File: src/rtl/tone_pkg.sv
package tone_pkg;

  typedef enum logic {
    LAW_A  = 1'b0,
    LAW_MU = 1'b1
  } law_t;

  // Frames in one full tone period.
  function automatic int unsigned frames_per_period(int unsigned frame_hz,
                                                    int unsigned tone_hz);
    return frame_hz / tone_hz;
  endfunction

  // True in the second (negative) half of the period.
  function automatic logic in_neg_half(int unsigned phase, int unsigned period);
    return phase >= (period / 2);
  endfunction

  // Pick one of four fixed codes from law and half.
  function automatic logic [7:0] pick_code(law_t law, logic neg,
                                           logic [7:0] mu_p, logic [7:0] mu_n,
                                           logic [7:0] a_p,  logic [7:0] a_n);
    if (law == LAW_MU) return neg ? mu_n : mu_p;
    return neg ? a_n : a_p;
  endfunction

endpackage

File: src/rtl/tone_frame_sampler.sv
module tone_frame_sampler (
  input  logic clk,
  input  logic rst_n,
  input  logic frame_stb,
  input  logic tone_en,
  output logic fire,
  output logic start_evt
);
  logic en_q;

  always_ff @(posedge clk) begin
    if (!rst_n)         en_q <= 1'b0;
    else if (frame_stb) en_q <= tone_en;
  end

  assign fire      = frame_stb & tone_en;
  assign start_evt = fire & ~en_q;
endmodule

File: src/rtl/tone_phase_gen.sv
module tone_phase_gen #(
  parameter int unsigned PERIOD = 16
) (
  input  logic clk,
  input  logic rst_n,
  input  logic frame_stb,
  input  logic fire,
  input  logic start_evt,
  output logic neg_half
);
  import tone_pkg::*;
  localparam int unsigned PW = (PERIOD > 2) ? $clog2(PERIOD) : 1;
  localparam logic [PW-1:0] LAST = PW'(PERIOD - 1);

  logic [PW-1:0] cnt_q;
  logic [PW-1:0] phase_now;

  assign phase_now = start_evt ? '0 : cnt_q;
  assign neg_half  = in_neg_half(int'(phase_now), PERIOD);

  always_ff @(posedge clk) begin
    if (!rst_n) cnt_q <= '0;
    else if (frame_stb) begin
      if (!fire)                  cnt_q <= '0;
      else if (phase_now == LAST) cnt_q <= '0;
      else                        cnt_q <= phase_now + 1'b1;
    end
  end
endmodule

File: src/rtl/tone_code_sel.sv
module tone_code_sel #(
  parameter logic [7:0] MU_POS = 8'hA3,
  parameter logic [7:0] MU_NEG = 8'h23,
  parameter logic [7:0] A_POS  = 8'hB4,
  parameter logic [7:0] A_NEG  = 8'h34
) (
  input  logic       law_mu,
  input  logic       neg_half,
  output logic [7:0] code
);
  import tone_pkg::*;
  assign code = pick_code(law_t'(law_mu), neg_half, MU_POS, MU_NEG, A_POS, A_NEG);
endmodule

File: src/rtl/tone_b1_inserter.sv
module tone_b1_inserter #(
  parameter int unsigned FRAME_HZ = 8000,
  parameter int unsigned TONE_HZ  = 500,
  parameter logic [7:0]  MU_POS   = 8'hA3,
  parameter logic [7:0]  MU_NEG   = 8'h23,
  parameter logic [7:0]  A_POS    = 8'hB4,
  parameter logic [7:0]  A_NEG    = 8'h34
) (
  input  logic       clk,
  input  logic       rst_n,
  input  logic       frame_stb,
  input  logic       tone_en,
  input  logic       law_mu,
  input  logic [7:0] ch1_in,
  input  logic [7:0] ch2_in,
  output logic [7:0] ch1_out,
  output logic [7:0] ch2_out
);
  import tone_pkg::*;
  localparam int unsigned PERIOD = frames_per_period(FRAME_HZ, TONE_HZ);

  logic       fire;
  logic       start_evt;
  logic       neg_half;
  logic [7:0] tone_code;

  tone_frame_sampler u_smp (
    .clk(clk), .rst_n(rst_n), .frame_stb(frame_stb), .tone_en(tone_en),
    .fire(fire), .start_evt(start_evt)
  );

  tone_phase_gen #(.PERIOD(PERIOD)) u_phase (
    .clk(clk), .rst_n(rst_n), .frame_stb(frame_stb), .fire(fire),
    .start_evt(start_evt), .neg_half(neg_half)
  );

  tone_code_sel #(.MU_POS(MU_POS), .MU_NEG(MU_NEG), .A_POS(A_POS), .A_NEG(A_NEG)) u_code (
    .law_mu(law_mu), .neg_half(neg_half), .code(tone_code)
  );

  always_ff @(posedge clk) begin
    if (!rst_n) begin
      ch1_out <= '0;
      ch2_out <= '0;
    end else if (frame_stb) begin
      ch1_out <= fire ? tone_code : ch1_in;
      ch2_out <= ch2_in;
    end
  end
endmodule

File: config.mk
export PLATFORM = sky130hd
export DESIGN_NAME = tone_b1_inserter
export DESIGN_NICKNAME = d
export VERILOG_FILES = /design/src/rtl/tone_pkg.sv /design/src/rtl/tone_frame_sampler.sv /design/src/rtl/tone_phase_gen.sv /design/src/rtl/tone_code_sel.sv /design/src/rtl/tone_b1_inserter.sv
export SDC_FILE = /design/constraint.sdc
export NUM_CORES = 1
export LEC_CHECK = 0
export ABC_AREA = 1
export ABC_CLOCK_PERIOD_IN_PS = 1640
export CORE_ASPECT_RATIO = 0.8
export CORE_MARGIN = 1
export CORE_UTILIZATION = 41
export CTS_CLUSTER_SIZE = 12
export DETAILED_ROUTE_END_ITERATION = 8
export GPL_TIMING_DRIVEN = 0
export PLACE_DENSITY = 0.78
export SYNTH_ARGS = -nofsm -noshare
export SYNTH_HDL_FRONTEND = slang
export SYNTH_SLANG_ARGS = --single-unit
File: constraint.sdc
create_clock -name clk -period 1.64 [get_ports clk]
set_input_delay 0.328 -clock clk [delete_from_list [all_inputs] [get_ports clk]]
set_output_delay 0.328 -clock clk [all_outputs]
set_load 0.02 [all_outputs]
==> impl_metrics.toml, run 1 <==
[finish]
layout.nets = 177
drive_gt1_share_pct = 9.09
final_area_um2 = 1310
n_fill_cell = 159
final_common_cell = "clkdlybuf4s50_1"
final_util_pct = 67.2
multi_input_area_um2 = 377
final_cell_mix = "31 x clkdlybuf4s50_1, 21 x nor2_1, 21 x nand2_1, 21 x dfxtp_1, 10 x inv_1"
syn_to_final_growth_pct = 49.1
antenna_cells = 0
regArea_um2 = 420

[timing]
fmax_mhz = 626
timing.final.crit_share_pct = 97.4
fin_crit_ns = 1.60
skew_ns = 0.00356
setup_tns_ns = 0
slew_headroom_pct = 72.8
setup_viol = 0
final_hold_viol_count = 0
finalMaxSlewViolations = 0
tightest_slew_ns = 0.408
rsz0062_at_grt = "no"

[critical_path]
crit_path_start = "ch2_out[5]"
required_ns = 1.31
worst-setup-path-type = "flip-flop to primary output"
critPathArrivalTime_ns = 1.27
rr_startpoint = "u_smp.en_q"
path_delay_family = "buffers and inverters"
crit_buf_inv = 1
crit_path_end_kind = "primary output"
worstSetupStartpointType = "flip-flop"
slowest_stage = "clkdlybuf4s50_1"
cp_max_fo = 2
path_cells = "clkdlybuf4s50_1"
max_stage_delay_ns = 0.61

[routing]
wl_met1_um = 962
via_count = 857
routed_wl_um = 2040
wl_met3_um = 121
ant_nets = 0
top_layer_used = "met4"
via_per_inst = 4.81
post_drt_wl_per_cell_um = 11.4
drt_first_pass_iters = 4
drc = 0
dr_wl_met2_um = 939
first_iter_violations = 13

[floorplan]
rows = 14
initial_core_util_pct = 45.0
die_h_um = 43.3
dieArea_um2 = 2330
die_w_um = 53.7
pin_count = 37
core_area_um2 = 1940

[yosys]
synth_nets = 136
syn_inst = 114
ys_types = 22
synth_seq_cells = 21
synth_top_area_share_pct = 48.0
ys_async_sr_fraction_pct = 0
syn_area_per_cell_um2 = 7.68
netlist_area_um2 = 876
synth_top_area_cell = "dfxtp_1"
ys_seq_area_share_pct = 48.0
yosys_most_used_dff = "dfxtp_1"
synth.area.top_cells = "dfxtp_1 48%, nand2_1 9.0%, nor2_1 9.0%, o21ai_0 4.6%, inv_1 4.3%"
synth_edf_count = 0
ys_warn_count = 0

[pwr]
power_frac_seq_pct = 54.6
power_density_nw_per_um2 = 775
p_leak_nw = 0.634
power.switching_uw = 270
peakVddDrop_v = 0.000720
p_clk_share_pct = 24.2
p_int_uw = 742
swShare_pct = 26.7
comb_power_share_pct = 21.2

[clock_network]
cts_tree = "yes"
numCtsBuffers = 3
cts.clk_slew.worst_paths_ns = 0.11
insertion_delay_ns = 0.30
root_buffer = "clkbuf_4"
post_cts_buffers = 0
cts_max_path_buffers = 2
ctsHoldBuffers = 0
cts_max_level = 1
clock-sinks = 21

[min_path]
holdCritPathClass = "flip-flop to flip-flop"
min_from = "ch1_out[6]"

[placed_design]
dpl_cell_area_um2 = 1270
io_buffer_count = 36
finalWeightedCongestion = 0.736
dp_hpwl_um = 1520

[job]
cap_violations = 0

[global_route]
grt_max_degree = 13
grt_pass1_wl_um = 3350
antenna_found_initial = 0
grt_usage_pct = 19.6
grt_pass1_vias = 804
grt-ovfl-total = 0

[status]
status = "completed"
==> through the flow <==
| stage | setup slack, ns | cells | hold WS [ns] | power (mW) |
|---|---|---|---|---|
| 3_5_place_dp | -0.187 | 174 | 0.462 | 0.782 |
| 4_1_cts | 0.0289 | 178 | 0.488 | 1.03 |
| 6_report | 0.0423 | 178 | 0.479 | 1.01 |
| 3_3_place_gp | -0.153 | 174 | 0.454 | 0.776 |
| 2_1_floorplan | 0.479 | 114 | 0.457 | 0.664 |
| 5_1_grt | 0.00000500 | 178 | 0.508 | 1.07 |
==> worst reg2reg max path: stages (launching register included) <==
cell and delay, ns:
dfxtp_1 0.31, inv_1 0.08, nand3_2 0.14, inv_2 0.09, nor2_1 0.04, ha_1 0.21, a21oi_1 0.10, nand3b_1 0.11
a21oi_1 0.06
==> sequential cells by signal, summed over array words and instances, names as in the netlist <==
name / count
ch1_out: 8
ch2_out: 8
u_phase.cnt_q: 4
u_smp.en_q: 1
==> cell families after synthesis <==
| logic type | count (synthesis) | share of synthesized area [%] |
|---|---|---|
| buffers and inverters | 17 | 9.00 |
| flip-flops | 21 | 48.0 |
| adder cells (fa/ha/maj) | 1 | 1.43 |
| AND/OR/NAND/NOR | 53 | 26.4 |
| AO/OA/AOI/OAI | 22 | 15.1 |
==> cells in the mapped netlist (2+ instances only) <==
master	instances
inv_1	10
a22o_1	2
o21ai_0	8
nand4_1	3
buf_4	2
nand2_1	21
dfxtp_1	21
a21oi_1	7
nor2_1	21
inv_2	3
o21ai_1	2
nand3_1	4
==> path summary, 6_finish.rpt <==
| path | endpoint | cells after the start | slack [ns] |
|---|---|---|---|
| setup / recovery | ch2_out[5] | 1 | 0.04 |
| hold / removal | ch1_out[6] | 2 | 0.48 |
| setup reg to reg | u_phase.cnt_q[2] | 8 | 0.38 |
| hold reg to reg | ch1_out[6] | 2 | 0.48 |
==> per-layer routing <==
metal | global-route usage, % | vias to the layer above
met5 | 0 | -
met4 | 4.21 | 0
met3 | 7.02 | 2
met2 | 32.6 | 23
met1 | 24.0 | 381
li1 | - | 451
==> area by class of cell <==
class	count	share of cell area, %
plain buffers	4	2.30
clock buffers	3	1.72
clock inverters	1	0.383
inverters	13	3.74
multi-input cells	76	28.8
flip-flops and latches	21	32.2
well taps	24	2.30
repair buffers	36	28.5
==> power groups by stage <==
stage          combinational, mW  clock [mW]  sequential, mW
3_5_place_dp               0.217           0           0.565
5_1_grt                    0.235       0.278           0.556
4_1_cts                    0.218       0.255           0.553
3_3_place_gp               0.213           0           0.563
6_report                   0.215       0.245           0.553
2_1_floorplan             0.0701           0           0.594
==> timing repair <==
| action | 4_1_cts | 5_1_grt |
|---|---|---|
| gates resized for setup | 0 | 5 |
| setup endpoints to repair | 0 | 5 |
| hold endpoints to repair | 0 | 0 |
No activity file was read; power rests on OpenSTA's default activity.
==> run 2: changes to the inputs <==
--- a/config.mk
+++ b/config.mk
@@ -9,11 +9,12 @@
 export ABC_CLOCK_PERIOD_IN_PS = 1640
 export CORE_ASPECT_RATIO = 0.8
 export CORE_MARGIN = 1
-export CORE_UTILIZATION = 41
+export CORE_UTILIZATION = 43
+export CTS_BUF_LIST = sky130_fd_sc_hd__clkbuf_2 sky130_fd_sc_hd__clkbuf_4 sky130_fd_sc_hd__clkbuf_8
 export CTS_CLUSTER_SIZE = 12
 export DETAILED_ROUTE_END_ITERATION = 8
 export GPL_TIMING_DRIVEN = 0
-export PLACE_DENSITY = 0.78
+export PLACE_DENSITY = 0.81
 export SYNTH_ARGS = -nofsm -noshare
 export SYNTH_HDL_FRONTEND = slang
 export SYNTH_SLANG_ARGS = --single-unit
==> impl_metrics.toml, run 2 (synthesis gave the netlist of run 1 again) <==
[critical_path]
critPathArrivalTime_ns = 1.26
rr_endpoint = "u_phase.cnt_q[2]"
slowest_stage = "clkdlybuf4s50_1"
path_cells = "clkdlybuf4s50_1"
rrSetupSlack_ns = 0.31
max_stage_delay_ns = 0.61
worstSetupStartpointType = "flip-flop"
crit_buf_inv = 1
ff2ff_path_depth = 8
worst-setup-path-type = "flip-flop to primary output"
rr_startpoint = "u_smp.en_q"
cp_max_fo = 2
crit_path_end_kind = "primary output"
path_delay_family = "buffers and inverters"
required_ns = 1.31

[global_route]
grt_usage_pct = 20.1
grt-ovfl-total = 0
grt_max_degree = 13
grt_pass1_wl_um = 3270
antenna_found_initial = 0
grt_pass1_vias = 790

[floorplan]
rows = 14
core_area_um2 = 1890
initial_core_util_pct = 46.3
die_w_um = 52.5
die_h_um = 42.4
dieArea_um2 = 2220
pin_count = 37

[finish]
final_common_cell = "clkdlybuf4s50_1"
largestRegisters = "ch1_out (8), ch2_out (8), u_phase.cnt_q (4)"
drive_gt1_share_pct = 9.09
layout.nets = 177
final_area_um2 = 1310
antenna_cells = 0
syn_to_final_growth_pct = 49.1
final_cell_mix = "31 x clkdlybuf4s50_1, 21 x nor2_1, 21 x nand2_1, 21 x dfxtp_1, 10 x inv_1"
n_fill_cell = 173

[timing]
rsz0062_at_grt = "no"
setup_tns_ns = 0
setup_viol = 0
fmax_mhz = 628
finalMaxSlewViolations = 0
final_hold_viol_count = 0
tightest_slew_ns = 0.418
fin_crit_ns = 1.59
skew_ns = 0.00220
slew_headroom_pct = 72.1
timing.final.crit_share_pct = 97.1

[placed_design]
io_buffer_count = 36
dpl_cell_area_um2 = 1270
finalWeightedCongestion = 0.709
dp_hpwl_um = 1480

[clock_network]
root_buffer = "clkbuf_4"
numCtsBuffers = 3
post_cts_buffers = 0
clock-sinks = 21
cts.clk_slew.worst_paths_ns = 0.12
cts_max_level = 1
insertion_delay_ns = 0.30
cts_max_path_buffers = 2
cts_tree = "yes"

[min_path]
hold_depth = 2
holdPathEnd = "ch1_out[3]"
holdCritPathClass = "flip-flop to flip-flop"
min_from = "ch1_out[3]"

[routing]
ant_nets = 0
drt_first_pass_iters = 4
via_per_inst = 4.70
post_drt_wl_per_cell_um = 11.1
routed_wl_um = 1980
via_count = 836
drc = 0
first_iter_violations = 5

[status]
status = "completed"

[pwr]
p_leak_nw = 0.634
power_mw = 1.02
power_density_nw_per_um2 = 779
peakVddDrop_v = 0.000609

[job]
cap_violations = 0
-- run 2: cell counts in the layout (fill, tap and decap cells not counted) --
Identical to the previous run, type by type.
-- run 2: power by group --
part | switching [mW] | internal, mW
logic | 0.103 | 0.112
clock network | 0.160 | 0.0910
registers | 0.0130 | 0.539
total | 0.276 | 0.742
-- run 2: cell type report --
cell class	instances	area (um2)	area share, %
timing repair buffer	36	373	28.5
buffer	4	30.0	2.30
inverter	13	48.8	3.74
clock inverter	1	5.00	0.383
sequential	21	420	32.2
tap	24	30.0	2.30
multi-input combinational	76	377	28.8
clock buffer	3	22.5	1.72
-- run 2: layer usage --
metal  vias to the layer above  track usage (%)  wire length (um)
li1                        448                -                 -
met1                       368             26.2               939
met2                        18             31.4               945
met3                         2             6.52                76
met4                         0             5.79                16
met5                         -                0                 0
-- run 2: through the flow --
stage / cells / utilization (%) / worst slack [ns] / hold slack, ns
after CTS: 178 / 68.4 / 0.0294 / 0.483
final: 178 / 69.0 / 0.0471 / 0.483
after floorplan: 114 / - / 0.479 / 0.457
after global placement: 174 / 66.9 / -0.156 / 0.455
after detailed placement: 174 / 66.9 / -0.196 / 0.461
after global routing: 178 / 69.0 / 0.00179 / 0.510
-- run 2: how the worst max path moves through the flow --
stage                     startpoint  slack, ns  cells after the start               end
after floorplan           u_smp.en_q       0.48                      8  u_phase.cnt_q[2]
final                     ch1_out[3]       0.05                      1        ch1_out[3]
after global routing      ch2_out[3]      0.002                      1        ch2_out[3]
after detailed placement     tone_en      -0.20                      8  u_phase.cnt_q[2]
after CTS                 ch1_out[6]       0.03                      1        ch1_out[6]
after global placement       tone_en      -0.16                      8  u_phase.cnt_q[2]
-- run 2: repair_timing --
item | CTS | global route
hold buffers | 0 | 0
resized for setup | 0 | 5
setup endpoints to repair | 0 | 5
